==> config.mk <==
export PLATFORM = sky130hd
export DESIGN_NAME = segpage_xlate
export DESIGN_NICKNAME = d
export VERILOG_FILES = /design/src/rtl/segpage_pkg.sv /design/src/rtl/segpage_seg_table.sv /design/src/rtl/segpage_xlate_ctrl.sv /design/src/rtl/segpage_xlate.sv
export SDC_FILE = /design/constraint.sdc
export NUM_CORES = 1
export LEC_CHECK = 0
export ABC_AREA = 1
export CORE_MARGIN = 2
export CORE_UTILIZATION = 50
export CTS_CLUSTER_SIZE = 16
export DETAILED_ROUTE_END_ITERATION = 8
export DONT_BUFFER_PORTS = 1
export PLACE_DENSITY = 0.73
export REMOVE_ABC_BUFFERS = 1
export SLEW_MARGIN = 20
export SYNTH_ARGS = -nofsm -noshare
export SYNTH_HDL_FRONTEND = slang
export SYNTH_SLANG_ARGS = --single-unit
==> constraint.sdc <==
create_clock -name clk -period 3.5 [get_ports clk]
set_input_delay 0.35 -clock clk [delete_from_list [all_inputs] [get_ports clk]]
set_output_delay 0.35 -clock clk [all_outputs]
set_load 0.05 [all_outputs]
==> src/rtl/segpage_pkg.sv <==
package segpage_pkg;
    localparam int SEG_W   = 2;
    localparam int PAGE_W  = 3;
    localparam int OFF_W   = 10;
    localparam int FRAME_W = 5;
    localparam int PTB_W   = 7;

    localparam int VOFF_W  = PAGE_W + OFF_W;
    localparam int LIM_W   = VOFF_W + 1;
    localparam int LA_W    = SEG_W + VOFF_W;
    localparam int PA_W    = FRAME_W + OFF_W;
    localparam int PTA_W   = PTB_W + PAGE_W;
    localparam int PTE_W   = FRAME_W + 1;
    localparam int NSEG    = 1 << SEG_W;

    typedef struct packed {
        logic [LIM_W-1:0] limit;
        logic [PTB_W-1:0] pt_base;
    } seg_entry_t;

    typedef struct packed {
        logic               valid;
        logic [FRAME_W-1:0] frame;
    } pte_t;

    typedef struct packed {
        logic [SEG_W-1:0]  seg;
        logic [PAGE_W-1:0] page;
        logic [OFF_W-1:0]  off;
    } laddr_t;

    typedef enum logic [1:0] {
        ST_IDLE,
        ST_CHECK,
        ST_WAIT,
        ST_DONE
    } xstate_t;

    function automatic logic offset_in_range(logic [VOFF_W-1:0] voff,
                                             logic [LIM_W-1:0]  lim);
        return {1'b0, voff} < lim;
    endfunction

    function automatic logic [PTA_W-1:0] make_pte_addr(logic [PTB_W-1:0]  base,
                                                       logic [PAGE_W-1:0] page);
        return {base, page};
    endfunction
endpackage

==> src/rtl/segpage_seg_table.sv <==
module segpage_seg_table
    import segpage_pkg::*;
(
    input  logic             clk,
    input  logic             rst,
    input  logic             wr_en,
    input  logic [SEG_W-1:0] wr_idx,
    input  seg_entry_t       wr_entry,
    input  logic [SEG_W-1:0] rd_idx,
    output seg_entry_t       rd_entry
);
    seg_entry_t ent [NSEG];

    for (genvar g = 0; g < NSEG; g++) begin : g_entry
        always_ff @(posedge clk) begin
            if (rst) begin
                ent[g] <= '0;
            end else if (wr_en && (wr_idx == SEG_W'(g))) begin
                ent[g] <= wr_entry;
            end
        end
    end

    assign rd_entry = ent[rd_idx];

    // a write lands in the addressed entry on the next cycle
    assert_table_write_R2: assert property (@(posedge clk) disable iff (rst)
        wr_en |=> (ent[$past(wr_idx)] == $past(wr_entry)));
endmodule

==> src/rtl/segpage_xlate_ctrl.sv <==
module segpage_xlate_ctrl
    import segpage_pkg::*;
(
    input  logic             clk,
    input  logic             rst,
    input  logic             req_valid,
    output logic             req_ready,
    input  laddr_t           req_laddr,
    output logic [SEG_W-1:0] seg_idx,
    input  seg_entry_t       seg_entry,
    output logic             pt_rd_req,
    output logic [PTA_W-1:0] pt_rd_addr,
    input  logic             pt_rd_valid,
    input  pte_t             pte_in,
    output logic             rsp_valid,
    output logic [PA_W-1:0]  rsp_paddr,
    output logic             rsp_limit_fault,
    output logic             rsp_page_fault
);
    xstate_t          state;
    laddr_t           la_q;
    logic [PTA_W-1:0] pta_q;
    logic [PA_W-1:0]  paddr_q;
    logic             lf_q;
    logic             pf_q;
    logic             in_range;

    assign seg_idx  = la_q.seg;
    assign in_range = offset_in_range({la_q.page, la_q.off}, seg_entry.limit);

    always_ff @(posedge clk) begin
        if (rst) begin
            state   <= ST_IDLE;
            la_q    <= '0;
            pta_q   <= '0;
            paddr_q <= '0;
            lf_q    <= 1'b0;
            pf_q    <= 1'b0;
        end else begin
            case (state)
                ST_IDLE: begin
                    if (req_valid) begin
                        la_q    <= req_laddr;
                        paddr_q <= '0;
                        lf_q    <= 1'b0;
                        pf_q    <= 1'b0;
                        state   <= ST_CHECK;
                    end
                end
                ST_CHECK: begin
                    if (!in_range) begin
                        lf_q  <= 1'b1;
                        state <= ST_DONE;
                    end else begin
                        pta_q <= make_pte_addr(seg_entry.pt_base, la_q.page);
                        state <= ST_WAIT;
                    end
                end
                ST_WAIT: begin
                    if (pt_rd_valid) begin
                        if (pte_in.valid) begin
                            paddr_q <= {pte_in.frame, la_q.off};
                        end else begin
                            pf_q <= 1'b1;
                        end
                        state <= ST_DONE;
                    end
                end
                default: state <= ST_IDLE;
            endcase
        end
    end

    assign req_ready       = (state == ST_IDLE);
    assign pt_rd_req       = (state == ST_WAIT);
    assign pt_rd_addr      = pta_q;
    assign rsp_valid       = (state == ST_DONE);
    assign rsp_paddr       = paddr_q;
    assign rsp_limit_fault = lf_q;
    assign rsp_page_fault  = pf_q;

    // an unanswered read keeps its request and address
    assert_read_held_R5: assert property (@(posedge clk) disable iff (rst)
        (pt_rd_req && !pt_rd_valid) |=> (pt_rd_req && $stable(pt_rd_addr)));

    // a limit fault is decided in the check step, never after a read
    assert_no_read_on_limit_fault_R3: assert property (@(posedge clk) disable iff (rst)
        (rsp_valid && rsp_limit_fault) |-> !$past(pt_rd_req));

    // the two fault kinds are exclusive
    assert_faults_exclusive_R6: assert property (@(posedge clk) disable iff (rst)
        rsp_valid |-> !(rsp_limit_fault && rsp_page_fault));

    // a faulting response carries a zero address
    assert_fault_zero_addr_R7: assert property (@(posedge clk) disable iff (rst)
        (rsp_valid && (rsp_limit_fault || rsp_page_fault)) |-> (rsp_paddr == '0));

    // the response is a one-cycle pulse followed by idle
    assert_rsp_pulse_R8: assert property (@(posedge clk) disable iff (rst)
        rsp_valid |=> (!rsp_valid && req_ready));

    // busy means no acceptance and no read while idle
    assert_ready_idle_R8: assert property (@(posedge clk) disable iff (rst)
        req_ready |-> (!pt_rd_req && !rsp_valid));
endmodule

==> src/rtl/segpage_xlate.sv <==
module segpage_xlate
    import segpage_pkg::*;
(
    input  logic             clk,
    input  logic             rst,
    input  logic             st_wr_en,
    input  logic [SEG_W-1:0] st_wr_idx,
    input  logic [LIM_W-1:0] st_wr_limit,
    input  logic [PTB_W-1:0] st_wr_base,
    input  logic             req_valid,
    output logic             req_ready,
    input  logic [LA_W-1:0]  req_laddr,
    output logic             pt_rd_req,
    output logic [PTA_W-1:0] pt_rd_addr,
    input  logic             pt_rd_valid,
    input  logic [PTE_W-1:0] pt_rd_data,
    output logic             rsp_valid,
    output logic [PA_W-1:0]  rsp_paddr,
    output logic             rsp_limit_fault,
    output logic             rsp_page_fault
);
    seg_entry_t       wr_entry;
    seg_entry_t       rd_entry;
    logic [SEG_W-1:0] seg_idx;
    laddr_t           laddr;
    pte_t             pte_in;

    assign wr_entry = '{limit: st_wr_limit, pt_base: st_wr_base};
    assign laddr    = laddr_t'(req_laddr);
    assign pte_in   = pte_t'(pt_rd_data);

    segpage_seg_table u_table (
        .clk      (clk),
        .rst      (rst),
        .wr_en    (st_wr_en),
        .wr_idx   (st_wr_idx),
        .wr_entry (wr_entry),
        .rd_idx   (seg_idx),
        .rd_entry (rd_entry)
    );

    segpage_xlate_ctrl u_ctrl (
        .clk             (clk),
        .rst             (rst),
        .req_valid       (req_valid),
        .req_ready       (req_ready),
        .req_laddr       (laddr),
        .seg_idx         (seg_idx),
        .seg_entry       (rd_entry),
        .pt_rd_req       (pt_rd_req),
        .pt_rd_addr      (pt_rd_addr),
        .pt_rd_valid     (pt_rd_valid),
        .pte_in          (pte_in),
        .rsp_valid       (rsp_valid),
        .rsp_paddr       (rsp_paddr),
        .rsp_limit_fault (rsp_limit_fault),
        .rsp_page_fault  (rsp_page_fault)
    );
endmodule

==> flow_metrics.env, run 1 <==
export IMPL_grt_pass1_wl_um=19400
export IMPL_critPathArrivalTime_ns=3.26
export IMPL_portBuffers=0
export IMPL_die_w_um=110
export IMPL_peakVddDrop_v=0.000568
export IMPL_gr_usage_all_layers=0.216
export IMPL_fin_skew_ns=0.00730
export IMPL_ys_seq_elements=130
export IMPL_overflow=0
export IMPL_insertedDiodeCount=0
export IMPL_cts_setup_buffers=0
export IMPL_hold_viol=0
export IMPL_drive_gt1_frac=0.0739
export IMPL_yosysSeqAreaShare=0.610
export IMPL_worst_slew_pin_transition_ns=1.05
export IMPL_fin_cells=749
export IMPL_vias=4106
export IMPL_cts_htree_levels=4
export IMPL_final_area_sq_um=6410
export IMPL_grtUsageMet3=0.0758
export IMPL_grt_pass1_vias=3930
export IMPL_placed_area_sq_um=5760
export IMPL_detail_route_wl_per_cell_um=17.0
export IMPL_cts_buffers=17
export IMPL_cts_path_max_buffers=2
export IMPL_slew_violations=0
export IMPL_antenna_found_initial=0
export IMPL_dieHeight_um=110
export IMPL_p_leak_nw=2.59
export IMPL_netlist_instances=596
export IMPL_clock_latency_ns=0.42
export IMPL_antenna_left=0
export IMPL_cts_root_buf="clkbuf_16"
export IMPL_crit_path_max_fanout=18
export IMPL_synth_commonest_cells="150 x nor2_1, 102 x nand2_1, 84 x edfxtp_1, 46 x dfxtp_1, 41 x inv_1"
export IMPL_seq_area_sq_um=3440
export IMPL_cts_tree="built"
export IMPL_ys_warn_count=0
export IMPL_dp_hpwl_um=8210
export IMPL_grt_busiest_layer="met2"
export IMPL_io_pins=79
export IMPL_fin_setup_tns_ns=0
export IMPL_gp_congestion=0.851
export IMPL_std_cell_rows=38
export IMPL_use_met1=0.256
export IMPL_cts_sinks=130
export IMPL_synth_cell_type_count=25
export IMPL_cp_cell_sequence="inv_1 > buf_4 > a21oi_1 > a32o_1 > ha_1 > a21oi_1 > o21ai_0 > nand4_1 > nand2_1 > nand2_1 > nand3_2 > inv_2 > nand2_1 > a21oi_1"
export IMPL_dp_cells=713
export IMPL_finalSetupViolations=0
export IMPL_rsz0062_at_grt="no"
export IMPL_path_clk_slew_ns=0.06
export IMPL_yosys_top_cells_area="edfxtp_1 45%, dfxtp_1 16%, nor2_1 10%, nand2_1 6.8%, ha_1 3.5%"
export IMPL_area_growth_pct=13.7
export IMPL_drt_iter0_drc=396
export IMPL_drcViolationCount=0
export IMPL_crit_path_top_delay_cell="inv_1"
export IMPL_via_per_inst=5.48
export IMPL_fmaxAchievable_ghz=0.343
export IMPL_synth_edf_count=84
export IMPL_nets=661
export IMPL_yosysTopAreaCell="edfxtp_1"
export IMPL_initial_core_util=0.516
export IMPL_mappedNetlistArea_sq_um=5640
export IMPL_slew_headroom=0.301
export IMPL_grtUsageMet2=0.359
export IMPL_worstHoldPathType="input pin to flop"
export IMPL_dieArea_sq_um=12100
export IMPL_dr_pass1_iters=5
export IMPL_fin_crit_ns=2.91
export IMPL_power_density_nw_per_um2=822
export IMPL_cpPeakStageDelay_ns=0.45
export IMPL_synthFlopType="edfxtp_1"
export IMPL_grt_max_degree=45
export IMPL_critPathKind="flop to flop"
export IMPL_core_area_sq_um=10900
export IMPL_endpoint_kind="flop"
export IMPL_synth_most_common_cell="nor2_1"
export IMPL_wl_um=12700
export IMPL_status="completed"
export IMPL_drv_cap=0
export IMPL_worstPathRequired_ns=3.85
export IMPL_synth_top_cell_area_share=0.447
export IMPL_p_total_mw=5.27
export IMPL_ys_async_sr_fraction=0
export IMPL_post_route_period_util=0.833
export IMPL_syn_area_per_cell_sq_um=9.47
export IMPL_fill_cells=895
export IMPL_multi_input_area_sq_um=1890
export IMPL_setup_worst_path_start_class="flop"
## final timing paths
kind / startpoint / endpoint / slack [ns] / depth (start not counted)
setup / recovery: flop / u_ctrl.pt_rd_addr[5] / 0.59 / 14
hold / removal: rst / u_ctrl.rsp_paddr[7] / 0.01 / 1
setup reg to reg: flop / u_ctrl.pt_rd_addr[5] / 0.59 / 14
hold reg to reg: u_ctrl.la_q[0] / u_ctrl.la_q[0] / 0.49 / 2
## metal layers
layer / wire (um) / vias to the layer above
met5: 0 / -
met4: 166 / 0
met3: 1080 / 18
met2: 6260 / 177
met1: 5220 / 1908
li1: - / 2003
## repair_timing
action | in CTS | in global routing
hold buffers | 3 | 1
gates resized for setup | 0 | 0
hold endpoints to repair | 13 | 4
## kinds of logic (layout without fill, tap and decap cells)
logic type               after synthesis  after routing  share of synthesized area
AND/OR/NAND/NOR                      271            271                      0.187
flip-flops                           130            130                      0.610
buffers and inverters                 77             90                     0.0548
adder cells (fa/ha/maj)               16             16                     0.0355
AO/OA/AOI/OAI                        102            102                      0.112
## registers in the layout (all words and copies together), names as in the netlist, named ones only
register and count:
u_ctrl.rsp_paddr 15, u_ctrl.state 2, u_table.ent 84, u_ctrl.la_q 13
u_ctrl.seg_idx 2, u_ctrl.rsp_limit_fault 1, u_ctrl.rsp_page_fault 1, u_ctrl.pt_rd_addr 10
## power breakdown
part / internal, mW / leakage, nW / total, mW / switching, mW
sequential: 1.86 / 1.20 / 2.27 / 0.414
combinational: 0.398 / 1.09 / 1.16 / 0.765
clock: 1.19 / 0.299 / 1.84 / 0.646
total: 3.45 / 2.59 / 5.27 / 1.82
## final cells by class
type | count | share of cell area
Clock buffer | 19 | 0.0675
Multi-Input combinational cell | 389 | 0.295
Clock inverter | 13 | 0.0289
Tap cell | 140 | 0.0273
Inverter | 42 | 0.0246
Sequential cell | 130 | 0.537
Timing Repair Buffer | 16 | 0.0203
## metrics by stage
stage / hold WS [ns] / worst slack [ns] / util
after global placement: 0.420 / 0.729 / 0.526
after CTS: 0.000289 / 0.592 / 0.586
after floorplan: 0.412 / 0.324 / -
after global routing: 0.000632 / 0.289 / 0.586
final: 0.0112 / 0.585 / 0.586
after detailed placement: 0.424 / 0.635 / 0.526
## worst max-delay path: cells and delay by family, from the launching register on
family / cells / cell delay (ns)
buffers and inverters: 3 / 0.95
AO/OA/AOI/OAI: 5 / 0.66
AND/OR/NAND/NOR: 5 / 0.54
flip-flops: 1 / 0.40
adder cells (fa/ha/maj): 1 / 0.29
## layout by cell type (no fill, tap or decap), drive strengths merged, types with 10 or more instances in the layout
| cell type | count |
|---|---|
| a211oi | 16 |
| a21oi | 31 |
| a32o | 12 |
| buf | 12 |
| clkbuf | 19 |
| dfxtp | 46 |
| edfxtp | 84 |
| ha | 16 |
| inv | 43 |
| nand2 | 102 |
| nand3 | 10 |
| nor2 | 150 |
| o21ai | 34 |
Power figures use the tool's default switching activity.
==> inputs of run 2 (changes only) <==
--- a/config.mk
+++ b/config.mk
@@ -5,13 +5,13 @@
 export SDC_FILE = /design/constraint.sdc
 export NUM_CORES = 1
 export LEC_CHECK = 0
-export ABC_AREA = 1
+export ABC_AREA = 0
 export CORE_MARGIN = 2
 export CORE_UTILIZATION = 50
 export CTS_CLUSTER_SIZE = 16
 export DETAILED_ROUTE_END_ITERATION = 8
 export DONT_BUFFER_PORTS = 1
-export PLACE_DENSITY = 0.73
+export PLACE_DENSITY = 0.76
 export REMOVE_ABC_BUFFERS = 1
 export SLEW_MARGIN = 20
 export SYNTH_ARGS = -nofsm -noshare
==> constraint.sdc (replaced) <==
create_clock -name clk -period 2.6 [get_ports clk]
set_input_delay 0.26 -clock clk [delete_from_list [all_inputs] [get_ports clk]]
set_output_delay 0.26 -clock clk [all_outputs]
set_load 0.05 [all_outputs]
==> flow_metrics.env, run 2 <==
export IMPL_peakVddDrop_v=0.000679
export IMPL_syn_area_per_cell_sq_um=12.7
export IMPL_min_to="u_ctrl.rsp_paddr[13]"
export IMPL_core_area_sq_um=11400
export IMPL_cpPeakStageDelay_ns=0.51
export IMPL_status="finished with violations"
export IMPL_nets=553
export IMPL_endpoint_kind="flop"
export IMPL_worstPathRequired_ns=2.93
export IMPL_dieHeight_um=112
export IMPL_antenna_found_initial=0
export IMPL_cts_path_max_buffers=2
export IMPL_slew_violations=0
export IMPL_portBuffers=0
export IMPL_antenna_left=0
export IMPL_dr_pass1_iters=6
export IMPL_r2r_slack_ns=-0.008
export IMPL_cts_root_buf="clkbuf_16"
export IMPL_ys_warn_count=0
export IMPL_placed_area_sq_um=5990
export IMPL_finalSetupViolations=1
export IMPL_insertedDiodeCount=0
export IMPL_p_leak_nw=2.60
export IMPL_gp_congestion=0.767
export IMPL_initial_core_util=0.510
export IMPL_timing_rr_end="u_ctrl.pt_rd_addr[1]"
export IMPL_hold_path_depth=2
export IMPL_yosysTopAreaCell="edfxtp_1"
export IMPL_crit_path_max_fanout=7
export IMPL_synth_cell_type_count=40
export IMPL_p_total_mw=6.45
export IMPL_drive_gt1_frac=0.194
export IMPL_power_density_nw_per_um2=937
export IMPL_ys_async_sr_fraction=0
export IMPL_clock_latency_ns=0.41
export IMPL_reg2regPathDepth=9
export IMPL_worstHoldPathType="input pin to flop"
export IMPL_cts_htree_levels=4
export IMPL_rsz0062_at_grt="yes"
export IMPL_synthFlopType="edfxtp_1"
export IMPL_setup_worst_path_start_class="flop"
export IMPL_drv_cap=0
export IMPL_gr_usage_all_layers=0.209
export IMPL_die_w_um=112
export IMPL_fin_crit_ns=2.61
export IMPL_dp_hpwl_um=7660
export IMPL_pre_cts_slack_ns=-0.0700
export IMPL_path_clk_slew_ns=0.06
export IMPL_cts_tree="built"
export IMPL_largest_reg_flops=84
export IMPL_io_pins=79
export IMPL_grt_pass1_wl_um=19700
export IMPL_final_cell_mix="85 x and2_1, 84 x edfxtp_1, 45 x dfxtp_1"
export IMPL_worst_slew_pin_transition_ns=1.00
export IMPL_slew_headroom=0.329
export IMPL_detail_route_wl_per_cell_um=19.4
export IMPL_post_route_period_util=1.00
export IMPL_wl_um=12500
export IMPL_cts_sinks=130
export IMPL_hold_viol=0
export IMPL_yosysSeqAreaShare=0.594
export IMPL_mappedNetlistArea_sq_um=5790
export IMPL_synth_commonest_cells="85 x and2_1, 84 x edfxtp_1, 46 x dfxtp_1, 35 x nand2_1"
export IMPL_fmaxAchievable_ghz=0.383
export IMPL_critPathKind="flop to flop"
export IMPL_overflow=0
export IMPL_critPathArrivalTime_ns=2.94
export IMPL_dieArea_sq_um=12500
export IMPL_cts_buffers=17
export IMPL_worst_slack_ns=-0.00814
export IMPL_final_area_sq_um=6880
export IMPL_crit_path_top_delay_cell="mux4_2"
export IMPL_mostFrequentLayoutCell="and2_1"
export IMPL_vias=3610
export IMPL_via_per_inst=5.61
export IMPL_synth_most_common_cell="and2_1"
export IMPL_regMostFlops="u_table.ent"
export IMPL_hold_path_startpoint="pt_rd_data[3]"
export IMPL_holdWs_ns=0.0277
export IMPL_synth_edf_count=84
export IMPL_netlist_instances=456
export IMPL_drcViolationCount=0
export IMPL_synth_top_cell_area_share=0.435
export IMPL_std_cell_rows=39
export IMPL_drt_iter0_drc=300
export IMPL_grt_max_degree=34
export IMPL_violations="setup timing"
export IMPL_grt_pass1_vias=3847
export IMPL_ys_seq_elements=130
export IMPL_cp_cell_sequence="buf_12 > mux4_2 > inv_2 > ha_4 > and3_4 > a221o_1 > a22oi_2 > a21o_4 > mux2i_1"
export IMPL_yosys_top_cells_area="edfxtp_1 44%, dfxtp_1 16%, and2_1 9.2%, mux4_2 7.8%, ha_1 3.5%"
export IMPL_fin_skew_ns=0.00604
export IMPL_area_growth_pct=18.7
[run 2: what timing repair did]
item	in CTS	in global routing
gates resized for setup	5	14
buffers inserted	6	0
endpoints found under the hold margin	36	0
hold buffers	19	0
pin swaps	4	8
endpoints found under the setup margin	10	15
[run 2: area by class of cell]
cell class	count	area, sq um
multi-input combinational	283	2250
fill	846	4490
clock buffer	17	425
clock inverter	15	143
sequential	130	3450
inverter	19	71.3
tap	143	179
timing repair buffer	37	367
[run 2: worst max-delay path by stage]
stage	end	slack [ns]	cells after the start
floorplan	u_ctrl.pt_rd_addr[0]	-0.49	8
global placement	u_ctrl.pt_rd_addr[1]	0.03	9
detailed placement	u_ctrl.pt_rd_addr[6]	-0.07	9
CTS	u_ctrl.state[0]	0.0003	10
global route	u_ctrl.pt_rd_addr[1]	-0.1	9
finish	u_ctrl.pt_rd_addr[1]	-0.008	9
[run 2: metrics by stage]
stage / cells / utilization / TNS, ns
CTS: 644 / 0.600 / 0
detailed placement: 587 / 0.527 / -0.445
global placement: 587 / 0.527 / 0
floorplan: 432 / - / -5.45
global route: 644 / 0.605 / -0.805
finish: 644 / 0.605 / -0.00814
[run 2: metal layers]
layer / part of all wire / up-vias / global-route usage
li1: - / 1684 / -
met5: 0 / - / 0
met1: 0.38 / 1790 / 0.230
met3: 0.071 / 12 / 0.0724
met2: 0.54 / 124 / 0.369
met4: 0.012 / 0 / 0.0831
[run 2: logic make-up (layout without fill, tap and decap cells)]
kind of cell / count (synthesis) / count (layout) / synth area share
fa+ha+maj: 16 / 16 / 0.0346
flops: 130 / 130 / 0.594
simple gates: 177 / 177 / 0.167
buf+inv: 43 / 88 / 0.0294
compound gates: 57 / 57 / 0.0739
mux: 33 / 33 / 0.101
[run 2: power breakdown]
group / total [mW] / internal (mW) / switching [mW]
Clock: 2.26 / 1.40 / 0.858
Sequential: 2.78 / 2.43 / 0.347
Combinational: 1.41 / 0.637 / 0.776
Total: 6.45 / 4.46 / 1.98
[run 2: worst max-delay path: cells and delay by family, from the launching register on]
kind                       cells  cell delay (ns)
muxes                          2             0.72
DFF                            1             0.37
buffers and inverters          2             0.20
adders and majority gates      1             0.19
and+or+nand+nor                1             0.16
AOI/OAI and AO/OA              3             0.86
==> inputs of run 3 (changes only) <==
--- a/config.mk
+++ b/config.mk
@@ -11,6 +11,7 @@
 export CTS_CLUSTER_SIZE = 16
 export DETAILED_ROUTE_END_ITERATION = 8
 export DONT_BUFFER_PORTS = 1
+export MAX_ROUTING_LAYER = met4
 export PLACE_DENSITY = 0.76
 export REMOVE_ABC_BUFFERS = 1
 export SLEW_MARGIN = 20
==> flow_metrics.env, run 3 (synthesis gave the netlist of run 2 again) <==
export IMPL_nets=553
export IMPL_dieHeight_um=112
export IMPL_die_w_um=112
export IMPL_vias=3617
export IMPL_grt_max_degree=34
export IMPL_cp_top_family="compound AO/OA/AOI/OAI gates"
export IMPL_fin_cells=644
export IMPL_grt_pass1_vias=3845
export IMPL_cts_htree_levels=4
export IMPL_endpoint_kind="flop"
export IMPL_cts_sinks=130
export IMPL_setup_worst_path_start_class="flop"
export IMPL_wl_um=12500
export IMPL_dr_pass1_iters=4
export IMPL_fin_skew_ns=0.00696
export IMPL_initial_core_util=0.510
export IMPL_worstPathRequired_ns=2.93
export IMPL_path_clk_slew_ns=0.06
export IMPL_dr_wl_met2_um=6610
export IMPL_p_leak_nw=2.60
export IMPL_fmaxAchievable_ghz=0.383
export IMPL_final_cell_mix="85 x and2_1, 84 x edfxtp_1, 45 x dfxtp_1"
export IMPL_peakVddDrop_v=0.000679
export IMPL_violations="setup timing"
export IMPL_final_util=0.605
export IMPL_area_growth_pct=18.7
export IMPL_hold_viol=0
export IMPL_highest_layer="met4"
export IMPL_drv_cap=0
export IMPL_gr_usage_all_layers=0.215
export IMPL_detail_route_wl_per_cell_um=19.4
export IMPL_finalSetupViolations=1
export IMPL_via_per_inst=5.62
export IMPL_drt_iter0_drc=298
export IMPL_cp_cell_sequence="buf_12 > mux4_2 > inv_2 > ha_4 > and3_4 > a221o_1 > a22oi_2 > a21o_4 > mux2i_1"
export IMPL_drt_met1_wl_um=4840
export IMPL_worstHoldPathType="input pin to flop"
export IMPL_clock_latency_ns=0.41
export IMPL_critPathArrivalTime_ns=2.94
export IMPL_dp_cells=587
export IMPL_cts_tree="built"
export IMPL_mostFrequentLayoutCell="and2_1"
export IMPL_cts_buffers=17
export IMPL_cpPeakStageDelay_ns=0.51
export IMPL_worst_slack_ns=-0.0122
export IMPL_slew_headroom=0.316
export IMPL_std_cell_rows=39
export IMPL_dp_hpwl_um=7660
export IMPL_gp_congestion=0.777
export IMPL_slew_violations=0
export IMPL_crit_path_max_fanout=7
export IMPL_wl_met3_um=820
export IMPL_antenna_left=0
export IMPL_power_density_nw_per_um2=937
export IMPL_insertedDiodeCount=0
export IMPL_regMostFlops="u_table.ent"
export IMPL_grt_pass1_wl_um=19700
export IMPL_post_route_period_util=1.00
export IMPL_cts_path_max_buffers=2
export IMPL_path_buf_inv=2
export IMPL_critPathKind="flop to flop"
export IMPL_holdWs_ns=0.0280
export IMPL_rsz0062_at_grt="yes"
export IMPL_core_area_sq_um=11400
export IMPL_io_pins=79
export IMPL_overflow=0
export IMPL_drcViolationCount=0
export IMPL_worst_slew_pin_transition_ns=1.02
export IMPL_fin_crit_ns=2.61
export IMPL_antenna_found_initial=0
export IMPL_cts_root_buf="clkbuf_16"
export IMPL_dieArea_sq_um=12500
export IMPL_crit_path_top_delay_cell="mux4_2"
export IMPL_portBuffers=0
export IMPL_pre_cts_slack_ns=-0.0700
export IMPL_largest_reg_flops=84
export IMPL_status="finished with violations"
export IMPL_drive_gt1_frac=0.194
-- run 3: stage by stage --
stage | TNS (ns) | power, mW | area [sq um]
after detailed placement | -0.445 | 4.04 | 5990
final | -0.0122 | 6.45 | 6880
after floorplan | -5.45 | 3.70 | 5690
after CTS | 0 | 6.42 | 6820
after global routing | -0.803 | 6.71 | 6880
after global placement | 0 | 3.98 | 5990
-- run 3: final cells by class --
class / count / area, sq um
fill: 846 / 4490
sequential: 130 / 3450
multi-input combinational: 283 / 2250
clock buffer: 17 / 425
timing repair buffer: 37 / 367
tap: 143 / 179
clock inverter: 15 / 143
inverter: 19 / 71.3
-- run 3: final timing paths --
check | startpoint | endpoint | slack [ns] | cells after the start
setup / recovery | flop | u_ctrl.pt_rd_addr[1] | -0.01 | 9
hold / removal | pt_rd_data[3] | u_ctrl.rsp_paddr[13] | 0.03 | 2
setup reg to reg | flop | u_ctrl.pt_rd_addr[1] | -0.01 | 9
hold reg to reg | u_ctrl.seg_idx[1] | flop | 0.47 | 2
-- run 3: what timing repair did --
item,CTS,global route
hold buffers,19,0
endpoints found under the hold margin,36,0
pin swaps,4,8
setup endpoints to repair,10,15
resized for setup,5,14
buffers inserted,6,0
-- run 3: worst reg2reg max path, stage by stage, from the launching register on --
cell	delay [ns]
dfxtp_4	0.37
buf_12	0.13
mux4_2	0.51
inv_2	0.08
ha_4	0.19
and3_4	0.16
a221o_1	0.35
a22oi_2	0.30
a21o_4	0.21
mux2i_1	0.21
-- run 3: report_power, final --
part,leakage (nW),switching [mW],internal (mW)
clock,0.278,0.858,1.40
sequential,1.20,0.348,2.43
combinational,1.12,0.775,0.637
total,2.60,1.98,4.46
-- run 3: per-layer routing --
metal | GRT usage | up-vias
li1 | - | 1687
met1 | 0.232 | 1795
met2 | 0.369 | 116
met3 | 0.0691 | 19
met4 | 0.0823 | 0
met5 | - | -
